===== src/rtl/daf_pkg.sv =====
package daf_pkg;
  localparam int BYTE_W = 8;

  // control word: bit 2 all-group, bit 1 promiscuous, bit 0 exact enable
  typedef struct packed {
    logic allgrp;
    logic promisc;
    logic exact_en;
  } daf_ctl_t;
endpackage


===== src/rtl/daf_table.sv =====
module daf_table #(
  parameter int         TBL_BYTES  = 60,
  parameter int         PAGES      = 8,
  parameter int         PAGE_BYTES = 8,
  parameter logic [7:0] PAGE_BASE  = 8'h50,
  localparam int        PG_W       = $clog2(PAGES),
  localparam int        OF_W       = $clog2(PAGE_BYTES),
  localparam int        AW         = PG_W + OF_W
) (
  input  logic                    clk,
  input  logic                    rst_n,
  input  logic                    we,
  input  logic [7:0]              page,
  input  logic [OF_W-1:0]         offs,
  input  logic [7:0]              wdata,
  output logic [TBL_BYTES*8-1:0]  tbl_flat
);
  logic [7:0]    rel;
  logic          in_win;
  logic [AW-1:0] addr;
  logic          hit;
  logic [7:0]    mem_q [TBL_BYTES];
  logic [7:0]    mem_d [TBL_BYTES];

  assign rel    = page - PAGE_BASE;
  assign in_win = (rel < 8'(PAGES));
  assign addr   = {rel[PG_W-1:0], offs};
  assign hit    = we && in_win;

  always_comb begin
    for (int b = 0; b < TBL_BYTES; b++) begin
      mem_d[b] = mem_q[b];
      if (hit && addr == AW'(b)) mem_d[b] = wdata;
    end
  end

  always_ff @(posedge clk or negedge rst_n) begin
    if (!rst_n) begin
      for (int b = 0; b < TBL_BYTES; b++) mem_q[b] <= 8'hFF;
    end else if (we) begin
      for (int b = 0; b < TBL_BYTES; b++) mem_q[b] <= mem_d[b];
    end
  end

  for (genvar g = 0; g < TBL_BYTES; g++) begin : g_flat
    assign tbl_flat[g*8 +: 8] = mem_q[g];
  end

  // a write whose page misses the window must leave the table untouched
  assert_outside_window_R2: assert property (@(posedge clk) disable iff (!rst_n)
    (we && !in_win) |=> $stable(tbl_flat));
endmodule


===== src/rtl/daf_slot_cmp.sv =====
module daf_slot_cmp #(
  parameter int  ADDR_BYTES    = 6,
  parameter bit  REVERSE_BYTES = 1'b0,
  localparam int CNT_W         = $clog2(ADDR_BYTES + 1)
) (
  input  logic                    clk,
  input  logic                    rst_n,
  input  logic                    load,
  input  logic [ADDR_BYTES*8-1:0] slot_bytes,
  input  logic                    byte_en,
  input  logic [CNT_W-1:0]        byte_idx,
  input  logic [7:0]              rx_byte,
  output logic                    hit
);
  logic [ADDR_BYTES*8-1:0] snap_q, snap_d;
  logic [ADDR_BYTES*8-1:0] ord;
  logic                    match_q, match_d;
  logic [7:0]              cur;

  // present the snapshot in wire order
  for (genvar k = 0; k < ADDR_BYTES; k++) begin : g_ord
    if (REVERSE_BYTES) begin : g_rev
      assign ord[k*8 +: 8] = snap_q[(ADDR_BYTES-1-k)*8 +: 8];
    end else begin : g_fwd
      assign ord[k*8 +: 8] = snap_q[k*8 +: 8];
    end
  end

  always_comb begin
    cur = '0;
    for (int k = 0; k < ADDR_BYTES; k++)
      if (byte_idx == CNT_W'(k)) cur = ord[k*8 +: 8];
  end

  assign hit = match_q && (rx_byte == cur);

  always_comb begin
    snap_d  = snap_q;
    match_d = match_q;
    if (load) begin
      snap_d  = slot_bytes;
      match_d = 1'b1;
    end else if (byte_en) begin
      match_d = hit;
    end
  end

  always_ff @(posedge clk or negedge rst_n) begin
    if (!rst_n) begin
      snap_q  <= '1;
      match_q <= 1'b0;
    end else begin
      snap_q  <= snap_d;
      match_q <= match_d;
    end
  end

  // a frame start re-arms the running match flag
  assert_load_arms_R10: assert property (@(posedge clk) disable iff (!rst_n)
    load |=> match_q);
endmodule


===== src/rtl/daf_prio.sv =====
module daf_prio #(
  parameter int  N     = 10,
  localparam int IDX_W = $clog2(N + 1)
) (
  input  logic [N-1:0]     hits,
  output logic             any,
  output logic [IDX_W-1:0] idx
);
  always_comb begin
    idx = '1;
    for (int i = N - 1; i >= 0; i--)
      if (hits[i]) idx = IDX_W'(i);
  end
  assign any = |hits;
endmodule


===== src/rtl/dest_addr_filter.sv =====
module dest_addr_filter #(
  parameter int         SLOTS         = 10,
  parameter int         ADDR_BYTES    = 6,
  parameter int         PAGES         = 8,
  parameter int         PAGE_BYTES    = 8,
  parameter logic [7:0] PAGE_BASE     = 8'h50,
  parameter bit         REVERSE_BYTES = 1'b0,
  localparam int        TBL_BYTES     = SLOTS * ADDR_BYTES,
  localparam int        OFFS_W        = $clog2(PAGE_BYTES),
  localparam int        IDX_W         = $clog2(SLOTS + 1),
  localparam int        CNT_W         = $clog2(ADDR_BYTES + 1)
) (
  input  logic              clk,
  input  logic              rst_n,
  input  logic              tbl_we,
  input  logic [7:0]        tbl_page,
  input  logic [OFFS_W-1:0] tbl_offs,
  input  logic [7:0]        tbl_wdata,
  input  logic              ctl_we,
  input  logic [2:0]        ctl_wdata,
  input  logic              frm_start,
  input  logic              rx_valid,
  input  logic [7:0]        rx_byte,
  output logic              dec_valid,
  output logic              dec_accept,
  output logic [IDX_W-1:0]  dec_slot
);
  import daf_pkg::*;

  localparam logic [IDX_W-1:0] NO_SLOT = '1;

  logic [TBL_BYTES*8-1:0] tbl_flat;
  logic [SLOTS-1:0]       hits, ex_hits;
  logic                   any_hit;
  logic [IDX_W-1:0]       low_idx;
  daf_ctl_t               ctl_q, ctl_d, snap_q, snap_d;
  logic [CNT_W-1:0]       cnt_q, cnt_d;
  logic                   grp_q, grp_d;
  logic                   byte_en, last, acc;
  logic                   dv_d, da_d;
  logic [IDX_W-1:0]       ds_d;

  daf_table #(.TBL_BYTES(TBL_BYTES), .PAGES(PAGES), .PAGE_BYTES(PAGE_BYTES),
              .PAGE_BASE(PAGE_BASE)) u_table (
    .clk(clk), .rst_n(rst_n), .we(tbl_we), .page(tbl_page), .offs(tbl_offs),
    .wdata(tbl_wdata), .tbl_flat(tbl_flat));

  assign byte_en = rx_valid && !frm_start && (cnt_q < CNT_W'(ADDR_BYTES));
  assign last    = byte_en && (cnt_q == CNT_W'(ADDR_BYTES - 1));

  for (genvar s = 0; s < SLOTS; s++) begin : g_slot
    daf_slot_cmp #(.ADDR_BYTES(ADDR_BYTES), .REVERSE_BYTES(REVERSE_BYTES)) u_cmp (
      .clk(clk), .rst_n(rst_n), .load(frm_start),
      .slot_bytes(tbl_flat[s*ADDR_BYTES*8 +: ADDR_BYTES*8]),
      .byte_en(byte_en), .byte_idx(cnt_q), .rx_byte(rx_byte), .hit(hits[s]));
  end

  assign ex_hits = hits & {SLOTS{snap_q.exact_en}};

  daf_prio #(.N(SLOTS)) u_prio (.hits(ex_hits), .any(any_hit), .idx(low_idx));

  assign acc = any_hit || snap_q.promisc || (snap_q.allgrp && grp_q);

  always_comb begin
    ctl_d  = ctl_we ? daf_ctl_t'(ctl_wdata) : ctl_q;
    snap_d = frm_start ? ctl_q : snap_q;
    cnt_d  = cnt_q;
    grp_d  = grp_q;
    if (frm_start) begin
      cnt_d = '0;
      grp_d = 1'b0;
    end else if (byte_en) begin
      cnt_d = cnt_q + 1'b1;
      if (cnt_q == '0) grp_d = rx_byte[0];
    end
    dv_d = last;
    da_d = last && acc;
    ds_d = (last && any_hit) ? low_idx : NO_SLOT;
  end

  always_ff @(posedge clk or negedge rst_n) begin
    if (!rst_n) begin
      ctl_q      <= '0;
      snap_q     <= '0;
      cnt_q      <= CNT_W'(ADDR_BYTES);
      grp_q      <= 1'b0;
      dec_valid  <= 1'b0;
      dec_accept <= 1'b0;
      dec_slot   <= NO_SLOT;
    end else begin
      ctl_q      <= ctl_d;
      snap_q     <= snap_d;
      cnt_q      <= cnt_d;
      grp_q      <= grp_d;
      dec_valid  <= dv_d;
      dec_accept <= da_d;
      dec_slot   <= ds_d;
    end
  end

  assert_single_pulse_R4: assert property (@(posedge clk) disable iff (!rst_n)
    dec_valid |=> !dec_valid);
  assert_follows_byte_R4: assert property (@(posedge clk) disable iff (!rst_n)
    dec_valid |-> ($past(rx_valid) && !$past(frm_start)));
  assert_slot_accepts_R5: assert property (@(posedge clk) disable iff (!rst_n)
    (dec_valid && dec_slot != NO_SLOT) |-> dec_accept);
  assert_reject_noslot_R9: assert property (@(posedge clk) disable iff (!rst_n)
    !dec_accept |-> (dec_slot == NO_SLOT));
  assert_promisc_accepts_R7: assert property (@(posedge clk) disable iff (!rst_n)
    (dec_valid && snap_q.promisc) |-> dec_accept);
  assert_lowest_hit_R5: assert property (@(posedge clk) disable iff (!rst_n)
    any_hit |-> ((ex_hits & ((SLOTS'(1) << low_idx) - SLOTS'(1))) == '0));
endmodule


===== config.mk =====
export PLATFORM = sky130hd
export DESIGN_NAME = dest_addr_filter
export DESIGN_NICKNAME = d
export VERILOG_FILES = /design/src/rtl/daf_pkg.sv /design/src/rtl/daf_table.sv /design/src/rtl/daf_slot_cmp.sv /design/src/rtl/daf_prio.sv /design/src/rtl/dest_addr_filter.sv
export SDC_FILE = /design/constraint.sdc
export NUM_CORES = 1
export LEC_CHECK = 0
export BUFFER_PORTS_ARGS = -buffer_cell sky130_fd_sc_hd__buf_2
export CORE_ASPECT_RATIO = 1.75
export CORE_UTILIZATION = 65
export CTS_BUF_LIST = sky130_fd_sc_hd__clkbuf_8 sky130_fd_sc_hd__clkbuf_16
export CTS_CLUSTER_SIZE = 24
export DETAILED_ROUTE_END_ITERATION = 16
export GPL_ROUTABILITY_DRIVEN = 1
export PLACE_DENSITY = 0.82
export SLEW_MARGIN = 30
export SYNTH_ARGS = -nofsm -noshare
export SYNTH_HDL_FRONTEND = slang
export SYNTH_SLANG_ARGS = --single-unit

===== constraint.sdc =====
create_clock -name clk -period 8.5 [get_ports clk]
set_input_delay 1.275 -clock clk [delete_from_list [all_inputs] [get_ports clk]]
set_output_delay 1.275 -clock clk [all_outputs]
set_load 0.03 [all_outputs]

# Word level (Yosys, flattened, before mapping)
# Cells that the tools add are included.
[totals]
output_inout_bits = 6
ff_bits = 986
wordCells = 412
[classes]
eq_ne = 74
magnitude_cmp = 2
n_addsub = 2
muxes = 96
bitwise_logic = 1
reduce_logical = 146
[op_table]
columns = ["operator", "count"]
rows = [
  ["$mux 8", 60],
  ["$eq 6x6->1 const B", 28],
  ["$reduce_and 2->1", 61],
  ["$eq 6x5->1 const B", 16],
  ["$eq 8x8->1", 10],
  ["$logic_and 1x1->1", 77],
  ["$eq 6x4->1 const B", 8],
  ["$mux 4", 9],
  ["$eq 6x3->1 const B", 4],
  ["$mux 1", 23],
  ["$eq 6x2->1 const B", 2],
  ["$mux 3", 4],
  ["$and 10x10->10", 1],
  ["$reduce_or 10->1", 1],
  ["$lt 8x4->1 const B", 1],
  ["$sub 8x7->8 const B", 1],
  ["$eq 3x2->1 const B", 2],
  ["$eq 3x3->1 const B", 2],
  ["$eq 6x1->1 const B", 1],
  ["$logic_not 6->1", 1],
  ["$reduce_bool 2->1", 2],
  ["$add 3x1->3 const B", 1],
  ["$eq 3x1->1 const B", 1],
  ["$logic_not 3->1", 1],
  ["3 further kinds", 4],
]

# Logic depth before layout (Yosys ltp)
[logic_depth]
depth_word = 21
mapped_depth = 18
ltp_nobuf = 11

# Hierarchy
# Synthesis repeated with hierarchy kept, for this count alone.
[hier_totals]
cells_unflattened = 3383
hier_area_um2 = 47046.4
[modules_own_cells]
columns = ["module", "instances", "seq_area_each_um2", "cells_per_inst", "area_each_um2"]
rows = [
  ["daf_slot_cmp", 10, 1286.2, 218, 2663.8],
  ["daf_table", 1, 12612.1, 1125, 19555.0],
  ["dest_addr_filter", 1, 407.9, 61, 745.7],
  ["daf_prio", 1, 0.0, 17, 107.6],
]

# Worst setup path before layout
# Ideal clock, no wire load.
[synth_path]
kind = "register to register"
from = "register cnt_q[2]"
to = "register dec_accept"
setup_time_ps = 124
n_path_buf = 7
setup_slack_ps = 4966
required_time_ps = 8376
stages_incl_launch_ff = 18
period_less_slack_ps = 3534
arrival_time_ps = 3410
cell_sequence = "dfstp_2 buf_6 buf_2 inv_1 buf_1 ha_1 buf_6 or2_1 clkbuf_2 buf_2 buf_6 o32a_1 xor2_1 nand2_1 nor4_4 o41ai_1 inv_1 o31a_1"
[synth_via]
elab_chain_cells = 14
word_cells_on_any_way = 94
[synth_rtl]
columns = ["element", "line_no", "text"]
rows = [
  ["start: declaration", "dest_addr_filter.sv:37", "logic [CNT_W-1:0] cnt_q, cnt_d;"],
  ["start signal: assignment", "dest_addr_filter.sv:85", "cnt_q <= CNT_W'(ADDR_BYTES);"],
  ["start signal: assignment", "dest_addr_filter.sv:93", "cnt_q <= cnt_d;"],
  ["$logic_not 3->1", "daf_slot_cmp.sv:32", "if (byte_idx == CNT_W'(k)) cur = ord[k*8 +: 8];"],
  ["$mux 8 (6 in a row)", "daf_slot_cmp.sv:32", ""],
  ["$eq 8x8->1", "daf_slot_cmp.sv:35", "assign hit = match_q && (rx_byte == cur);"],
  ["$logic_and 1x1->1", "daf_slot_cmp.sv:35", ""],
  ["$and 10x10->10", "dest_addr_filter.sv:58", "assign ex_hits = hits & {SLOTS{snap_q.exact_en}};"],
  ["$reduce_or 10->1", "daf_prio.sv:14", "assign any = |hits;"],
  ["$logic_or 1x1->1 (2 in a row)", "dest_addr_filter.sv:62", "assign acc = any_hit || snap_q.promisc || (snap_q.allgrp && grp_q);"],
  ["$logic_and 1x1->1 *", "dest_addr_filter.sv:77", "da_d = last && acc;"],
  ["via da_d", "dest_addr_filter.sv:40", "logic dv_d, da_d;"],
  ["end signal: assignment", "dest_addr_filter.sv:88", "dec_accept <= 1'b0;"],
  ["end signal: assignment", "dest_addr_filter.sv:96", "dec_accept <= da_d;"],
  ["end: declaration", "dest_addr_filter.sv:25", "output logic dec_accept,"],
]
# The timed path passes the listed nets; every way through them passes the cells marked *.
# A chain may end at the register's enable or synchronous reset.

# Worst setup path after layout
[layout_path]
from = "register cnt_q[2]"
to = "register dec_slot[3]"
[layout_via]
elab_chain_cells = 19
word_cells_on_any_way = 101
[layout_rtl]
columns = ["element", "line_no", "text"]
rows = [
  ["$logic_not 3->1", "daf_slot_cmp.sv:32", ""],
  ["$mux 8 (6 in a row)", "daf_slot_cmp.sv:32", ""],
  ["$eq 8x8->1", "daf_slot_cmp.sv:35", ""],
  ["$logic_and 1x1->1", "daf_slot_cmp.sv:35", ""],
  ["$and 10x10->10", "dest_addr_filter.sv:58", ""],
  ["$mux 4 (8 in a row)", "daf_prio.sv:12", "if (hits[i]) idx = IDX_W'(i);"],
  ["$mux 4 *", "dest_addr_filter.sv:78", "ds_d = (last && any_hit) ? low_idx : NO_SLOT;"],
  ["via ds_d[3]", "dest_addr_filter.sv:41", "logic [IDX_W-1:0] ds_d;"],
  ["end signal: assignment", "dest_addr_filter.sv:97", "dec_slot <= ds_d;"],
  ["end: declaration", "dest_addr_filter.sv:26", "output logic [IDX_W-1:0] dec_slot"],
]
# Marked as above.

==> impl_metrics.py <==
metrics = {
    "die": {
        "coreArea_sq_um": 65600,
        "rows": 124,
        "die-width_um": 197,
        "ioPinCount": 42,
        "initial_utilization_pct": 66.1,
        "die_area_sq_um": 67800,
        "die_y_um": 344,
    },
    "synthesis": {
        "synth_cell_types": 86,
        "syn_inst": 3072,
        "avgSynthCellArea_sq_um": 14.1,
        "synth-seq-area-share_pct": 59.7,
        "synth-edff-count": 0,
        "synth-async-reset-ratio_pct": 100,
        "yosysTopAreaCell": "dfstp_2",
        "synth_top_area_share_pct": 58.5,
        "synth_seq_cells": 986,
        "yosys_warnings": 0,
        "synthesis.area_sq_um": 43400,
        "syn_nets": 3113,
        "synth_ff_type": "dfstp_2",
        "ys_top_cells_by_area": "dfstp_2, mux2_2, clkbuf_1",
    },
    "cts": {
        "clk_latency_ns": 0.64,
        "cts_buffer_depth": 3,
        "cts_buffers": 84,
        "post_cts_resized": 0,
        "cts_root_buffer": "clkbuf_16",
        "cts_max_level": 3,
        "holdBufCountCts": 0,
        "cts_sinks": 986,
        "clk_pin_slew_worst_paths_ns": 0.06,
        "post_cts_buffers": 0,
        "cts_tree": "yes",
    },
    "drt": {
        "dr.first_iter.drc_count": 2080,
        "dr.pass1.iters": 5,
        "ant_nets": 0,
        "vias_per_cell": 6.67,
        "vias": 26410,
        "wl_per_cell_um": 28.3,
        "drt_wl_total_mm": 112,
        "drc": 0,
    },
    "timing": {
        "hold_viol_final": 0,
        "fmax_ghz": 0.198,
        "setup_slack_ns": 3.45,
        "tightestPinTransition_ns": 1.15,
        "setup_violations": 0,
        "rsz0062_at_grt": "no",
        "skew_ns": 0.0178,
        "finalCriticalPeriod_ns": 5.05,
        "finalSetupTns_ns": 0,
        "drv_slew": 0,
        "slew_headroom_pct": 22.6,
        "fin_crit_sh_pct": 59.4,
        "whs_ns": 0.479,
    },
    "grt": {
        "overflow": 0,
        "grt_max_degree": 176,
        "grt_pass1_vias": 28633,
        "track_usage_pct": 33.9,
        "antenna_found_initial": 5,
        "grt_pass1_wl_mm": 171,
    },
    "worst_setup_path": {
        "critPathRequiredTime_ns": 9.03,
        "cp_slowest_cell": "nor2b_1",
        "crit_fanout": 45,
        "cp_common_cell": "buf_4",
        "crit_chain": "inv_1 -> ha_2 -> buf_4 -> buf_4 -> nor2b_1 -> a211oi_1 -> a22o_1 -> a2111oi_0 -> o2111a_1 -> and4_1 -> nor2_1 -> a21boi_1 -> o21ai_0",
        "cp-start-kind": "flop",
        "max_stage_delay_ns": 0.71,
        "crit_family": "compound AO/OA/AOI/OAI gates",
        "regToRegSetupSlack_ns": 3.45,
        "cp_num_buf_inv": 3,
        "endpoint_kind": "flop",
        "path_class": "reg -> reg",
        "worstPathArrival_ns": 5.58,
    },
    "flow_run": {
        "maxCapViolations": 0,
    },
    "pwr": {
        "p_per_area_nw_per_um2": 199,
        "max-vdd-ir-drop_uv": 163,
        "cellLeakagePower_nw": 19.2,
    },
    "run_status": {
        "outcome": "finished, final reports clean",
    },
    "worst_hold_path": {
        "hold_path_class": "reg -> reg",
    },
    "finish": {
        "fillers": 4111,
        "nets": 3058,
        "final_common_cell": "dfstp_2",
        "layout-drive-gt1-share_pct": 70.4,
        "syn2layout_area_growth_pct": 8.48,
        "final_cell_mix": "dfstp_2, mux2_2, nand2_1",
    },
    "placement": {
        "io_buffers": 41,
        "hpwl_mm": 67.5,
        "place_congestion": 0.961,
        "dp_slack_ns": 3.52,
    },
}
[worst register-to-register path, cell delays in order (launching register included)]
cell,delay [ns]
dfstp_2,0.37
inv_1,0.48
ha_2,0.60
buf_4,0.34
buf_4,0.58
nor2b_1,0.71
a211oi_1,0.17
a22o_1,0.27
a2111oi_0,0.41
o2111a_1,0.27
and4_1,0.26
nor2_1,0.08
a21boi_1,0.25
o21ai_0,0.12
[routing by layer]
layer | vias up | wire length [um] | track usage, %
li1 | 11027 | - | -
met1 | 13948 | 41700 | 41.4
met2 | 1069 | 55500 | 56.6
met3 | 360 | 7300 | 5.30
met4 | 6 | 7530 | 20.9
met5 | - | 37 | 0
[sequential cells by signal, summed over array words and instances, names as in the netlist]
name	count
g_slot.u_cmp.ord	480
u_table.tbl_flat	480
g_slot.u_cmp.match_q	10
dec_slot	4
cnt_q	3
ctl_q	3
snap_q	3
dec_accept	1
dec_valid	1
grp_q	1
[final cells by class]
type / instances / area (sq um) / area share (%)
Sequential cell: 986 / 25900 / 55.0
Clock buffer: 108 / 2490 / 5.29
Multi-Input combinational cell: 1811 / 16400 / 34.9
Antenna cell: 1 / 2.50 / 0.00532
Tap cell: 882 / 1100 / 2.35
Clock inverter: 37 / 262 / 0.556
Timing Repair Buffer: 90 / 719 / 1.53
Inverter: 44 / 165 / 0.351
[where the power goes]
part	switching, W	leakage (nW)	internal (W)	total (W)
registers	0.0000322	10.2	0.00479	0.00482
logic	0.000485	7.59	0.000203	0.000688
clock network	0.00169	1.44	0.00217	0.00386
total	0.00221	19.2	0.00716	0.00937
[cell usage after synthesis (10+ instances only)]
library cell    n
xor2_1         14
nand3_1        10
o21ai_0        81
a21oi_1        76
a211o_1        11
nor2b_1        20
nand4_1        13
xnor2_1        43
inv_1          41
o21a_1         10
o22ai_1        31
nand2b_1       21
a22o_1         12
nand3b_1       37
nand2_1       108
nor3_1         24
nor2_1         61
and3_1         11
a211oi_1       21
dfstp_2       966
a21o_1         12
clkbuf_1      166
dfrtp_1        20
mux2_2        941
a221o_1        18
a32o_1         11
a221oi_1       58
buf_2          49
[path summary, 6_finish.rpt]
path                       cells after the start                                 from                             endpoint
max                                           13                 cnt_q[2]$_DFFE_PN1P_                dec_slot[3]$_DFF_PN1_
min                                            1  g_slot[2].u_cmp.match_q$_DFFE_PN0P_  g_slot[2].u_cmp.match_q$_DFFE_PN0P_
max reg2reg                                   13                 cnt_q[2]$_DFFE_PN1P_                dec_slot[3]$_DFF_PN1_
min reg2reg                                    1  g_slot[2].u_cmp.match_q$_DFFE_PN0P_  g_slot[2].u_cmp.match_q$_DFFE_PN0P_
max in group asynchronous                      3                                rst_n  g_slot[5].u_cmp.ord[17]$_DFFE_PN1P_
min in group asynchronous                      1                                rst_n  g_slot[8].u_cmp.match_q$_DFFE_PN0P_
[cells by family after synthesis]
family / synth area share, %
muxes: 24.6
adders and majority gates: 0.144
buffers and inverters: 2.65
AOI/OAI and AO/OA: 7.30
xor gates and xnor gates: 1.15
and+or+nand+nor: 4.48
DFF: 59.7
[per-stage QoR]
stage | total power, W | instances | utilization (%) | area [sq um]
final | 0.00937 | 3959 | 71.7 | 47000
after global routing | 0.00962 | 3959 | 71.7 | 47000
after CTS | 0.00940 | 3955 | 71.5 | 46900
after detailed placement | 0.00556 | 3810 | 67.3 | 44200
after global placement | 0.00553 | 3810 | 67.3 | 44200
after floorplan | 0.00526 | 3072 | - | 43400
No activity file was read; power rests on OpenSTA's default activity.
